<file path="config.mk">
export PLATFORM = sky130hd
export DESIGN_NAME = regex_nfa_rec
export DESIGN_NICKNAME = d
export VERILOG_FILES = /design/src/rtl/regex_nfa_pkg.sv /design/src/rtl/regex_nfa_step.sv /design/src/rtl/regex_nfa_rec.sv
export SDC_FILE = /design/constraint.sdc
export NUM_CORES = 1
export LEC_CHECK = 0
export ABC_AREA = 1
export BUFFER_PORTS_ARGS = -buffer_cell sky130_fd_sc_hd__clkbuf_2
export CAP_MARGIN = 5
export CELL_PAD_IN_SITES_DETAIL_PLACEMENT = 2
export CELL_PAD_IN_SITES_GLOBAL_PLACEMENT = 2
export CORE_AREA = 2 2 39 41
export CTS_BUF_LIST = sky130_fd_sc_hd__clkbuf_4 sky130_fd_sc_hd__clkbuf_8 sky130_fd_sc_hd__clkbuf_16
export CTS_CLUSTER_DIAMETER = 60
export DETAILED_ROUTE_END_ITERATION = 16
export DIE_AREA = 0 0 41 43
export PLACE_DENSITY = 0.42
export SLEW_MARGIN = 20
export SYNTH_ARGS = -nofsm -noshare
export SYNTH_HDL_FRONTEND = slang
export SYNTH_SLANG_ARGS = --single-unit
</file>
<file path="constraint.sdc">
create_clock -name clk_i -period 2 [get_ports clk_i]
set_input_delay 0.4 -clock clk_i [delete_from_list [all_inputs] [get_ports clk_i]]
set_output_delay 0.4 -clock clk_i [all_outputs]
set_load 0.05 [all_outputs]
</file>
<file path="src/rtl/regex_nfa_pkg.sv">
package regex_nfa_pkg;
    localparam int N_ST   = 4;
    localparam int IDX_W  = $clog2(N_ST);
    localparam int N_EDGE = 5;

    localparam logic SYM_A = 1'b0;
    localparam logic SYM_B = 1'b1;

    localparam int ST_START = 0;
    localparam int ST_FINAL = 3;

    typedef logic [N_ST-1:0] st_vec_t;

    typedef struct packed {
        logic [IDX_W-1:0] src;
        logic [IDX_W-1:0] dst;
        logic             sym;
    } edge_t;

    typedef struct packed {
        st_vec_t act;
    } regs_t;

    localparam st_vec_t START_SET = st_vec_t'(1) << ST_START;

    // transition list of the automaton for (ab+b)*ba
    localparam edge_t EDGES [N_EDGE] = '{
        '{src: 2'd0, dst: 2'd1, sym: SYM_A},
        '{src: 2'd1, dst: 2'd0, sym: SYM_B},
        '{src: 2'd0, dst: 2'd0, sym: SYM_B},
        '{src: 2'd0, dst: 2'd2, sym: SYM_B},
        '{src: 2'd2, dst: 2'd3, sym: SYM_A}
    };
endpackage

</file>
<file path="src/rtl/regex_nfa_step.sv">
module regex_nfa_step
    import regex_nfa_pkg::*;
(
    input  st_vec_t cur_i,
    input  logic    sym_i,
    output st_vec_t nxt_o
);
    // every active source fires all of its matching edges at once
    always_comb begin
        nxt_o = '0;
        for (int e = 0; e < N_EDGE; e++) begin
            if (cur_i[EDGES[e].src] && (sym_i == EDGES[e].sym)) begin
                nxt_o[EDGES[e].dst] = 1'b1;
            end
        end
    end
endmodule

</file>
<file path="src/rtl/regex_nfa_rec.sv">
module regex_nfa_rec
    import regex_nfa_pkg::*;
(
    input  logic clk_i,
    input  logic rst_ni,
    input  logic restart_i,
    input  logic sym_valid_i,
    input  logic sym_i,
    output logic accept_o
);
    regs_t   regs_d, regs_q;
    st_vec_t step_nxt;

    regex_nfa_step step_i (
        .cur_i (regs_q.act),
        .sym_i (sym_i),
        .nxt_o (step_nxt)
    );

    always_comb begin
        regs_d = regs_q;
        if (restart_i) begin
            regs_d.act = START_SET;
        end else if (sym_valid_i) begin
            regs_d.act = step_nxt;
        end
    end

    always_ff @(posedge clk_i or negedge rst_ni) begin
        if (!rst_ni) begin
            regs_q.act <= START_SET;
        end else begin
            regs_q <= regs_d;
        end
    end

    assign accept_o = regs_q.act[ST_FINAL];


    restart_load_chk: assert property (@(posedge clk_i) disable iff (!rst_ni)
        restart_i |=> (regs_q.act == START_SET));


    idle_hold_chk: assert property (@(posedge clk_i) disable iff (!rst_ni)
        (!restart_i && !sym_valid_i) |=> $stable(regs_q.act));


    empty_sticky_chk: assert property (@(posedge clk_i) disable iff (!rst_ni)
        (regs_q.act == '0 && !restart_i) |=> (regs_q.act == '0));


    accept_src_chk: assert property (@(posedge clk_i) disable iff (!rst_ni)
        $rose(accept_o) |-> $past(sym_valid_i && !restart_i && sym_i == SYM_A && regs_q.act[2]));


    split_on_b_chk: assert property (@(posedge clk_i) disable iff (!rst_ni)
        (!restart_i && sym_valid_i && sym_i == SYM_B && regs_q.act[0])
            |=> (regs_q.act[0] && regs_q.act[2]));
endmodule

</file>
==> impl_metrics.json <==
{
  "status": "finished, final reports clean",
  "arrival_ns": 0.85,
  "grt_setup_unrepaired": "no",
  "slowest_delay_ns": 0.34,
  "wire_per_inst_um": 9.38,
  "routed_wl_um": 441,
  "post_cts.repair.setup_buffers": 0,
  "grt.overflow.total": 0,
  "relSlewSlack": 0.813,
  "cts_sinks": 4,
  "reg2reg_from": "regs_q[0]$_DFFE_PN1P_",
  "clk_path_buf_depth": 2,
  "cellLeakagePower_nw": 0.137,
  "vdd_drop_max_uv": 264,
  "gr-usage-all-layers": 0.0725,
  "grt_pass1_wl_um": 759,
  "setup_tns_ns": 0,
  "met2_length_um": 188,
  "fp.dieW_um": 41,
  "fin_ws_ns": 0.746,
  "syn-cell-area_um2": 178,
  "period_minus_slack_ns": 1.25,
  "crit_chain": "clkbuf_2",
  "slowest_stage": "dfrtp_1",
  "synth.avg_cell_area_um2": 8.46,
  "hold_violations": 0,
  "largest_reg_flops": 4,
  "final_common_cell": "nand2_1",
  "maxCapViolations": 0,
  "path_clk_slew_ns": 0.04,
  "syn-instance-count": 21,
  "place_ws_ns": 0.994,
  "antenna_cells": 0,
  "crit_fanout": 2,
  "crit_required_ns": 1.60,
  "ys_types": 8,
  "viasPerCell": 3.60,
  "period_share": 0.627,
  "ios": 6,
  "place.gp.congestion": 0.621,
  "cts_tree": "done",
  "maxSlewViolCount": 0,
  "final_nets": 37,
  "endpoint_kind": "primary output",
  "crit_type": "register to primary output",
  "power_density_nw_per_um2": 913,
  "hold_path_class": "input port to register",
  "drive_gt1_frac": 0.387,
  "start_util": 0.128,
  "yosysSeqAreaShare": 0.570,
  "met3WireLength_um": 31,
  "die_area_um2": 1760,
  "core_um2": 1380,
  "dr.pass1.iters": 1,
  "grt_pass1_vias": 183,
  "mostFrequentLayoutCells": "nand2_1, clkbuf_2, clkbuf_4",
  "crit_buf_inv": 1,
  "top_regs": "regs_q: 4 flops",
  "top_layer_used": "met4",
  "synth_warnings": 0,
  "wl_met1_um": 205,
  "die_y_um": 43,
  "finClkSkew_ns": 0.00558,
  "portBuffers": 5,
  "rows": 14,
  "route.detailed.drc": 0,
  "antenna_found_initial": 0,
  "fmax_mhz": 797,
  "h-tree-depth": 1,
  "cp-startpoint": "regs_q[3]$_DFFE_PN0P_",
  "min-delay-start": "sym_valid_i",
  "syn_nets": 26,
  "dr.first_iter.drc_count": 0,
  "num-fill-cells": 168,
  "worst_pin_slew_ns": 0.281,
  "regMostFlops": "regs_q",
  "clk_latency_ns": 0.24,
  "setup_viol": 0,
  "ant_nets": 0,
  "vias": 169,
  "crit_family": "flip-flops",
  "numCtsBuffers": 3,
  "grt_start_max_net_pins": 6,
  "root_buffer": "clkbuf_4",
  "start_kind": "register",
  "syn2layout_area_growth_pct": 47.9,
  "ys_ff_latch": 4
}
[cell usage after synthesis]
cell type / number / area (µm²)
a21oi_1: 1 / 5.00
nand2_1: 9 / 33.8
o21bai_1: 1 / 7.51
nor2_2: 2 / 12.5
nand3_1: 2 / 10.0
dfstp_2: 1 / 26.3
nor2_1: 2 / 7.51
dfrtp_1: 3 / 75.1
[what timing repair did]
action | CTS | global route
hold endpoints to repair | 3 | 0
gates resized for setup | 0 | 0
hold buffers | 1 | 0
[routing by layer]
layer | track usage | up-vias
met5 | 0 | -
met3 | 0.0157 | 2
met4 | 0.100 | 0
li1 | - | 86
met2 | 0.0750 | 7
met1 | 0.0974 | 74
[path summary, 6_finish.rpt]
path | endpoint | slack, ns | cells past startpoint
worst min register to register | regs_q[0]$_DFFE_PN1P_ | 0.48 | 2
worst max-delay path | accept_o | 0.75 | 1
min in group asynchronous | regs_q[2]$_DFFE_PN0P_ | 0.49 | 2
worst min-delay path | regs_q[2]$_DFFE_PN0P_ | 0.42 | 2
worst max register to register | regs_q[0]$_DFFE_PN1P_ | 1.16 | 4
max in group asynchronous | regs_q[0]$_DFFE_PN1P_ | 1.29 | 2
[through the flow]
stage / cells / area, µm² / util / power [W] / hold slack [ns]
final: 47 / 263 / 0.190 / 0.000240 / 0.415
after global routing: 47 / 263 / 0.190 / 0.000256 / 0.425
after CTS: 47 / 263 / 0.190 / 0.000249 / 0.410
after detailed placement: 42 / 223 / 0.161 / 0.000116 / 0.213
after global placement: 42 / 223 / 0.161 / 0.000115 / 0.211
after floorplan: 21 / 178 / - / 0.000104 / 0.104
[area by class of cell]
cell class	count	area [µm²]	share of cell area
Timing Repair Buffer	6	35.0	0.133
Multi-Input combinational cell	17	76.3	0.290
Tap cell	16	20.0	0.0762
Clock buffer	4	30.0	0.114
Sequential cell	4	101	0.386
[power breakdown]
group / switching, W / internal (W)
registers: 0.00000330 / 0.0000884
logic: 0.0000142 / 0.00000940
clock network: 0.0000360 / 0.0000886
[logic make-up after synthesis]
kind of cell     Yosys count  synth area share
flip-flops                 4             0.570
AO/OA/AOI/OAI              2            0.0704
AND/OR/NAND/NOR           15             0.359
(Power assumes the default switching activity.)
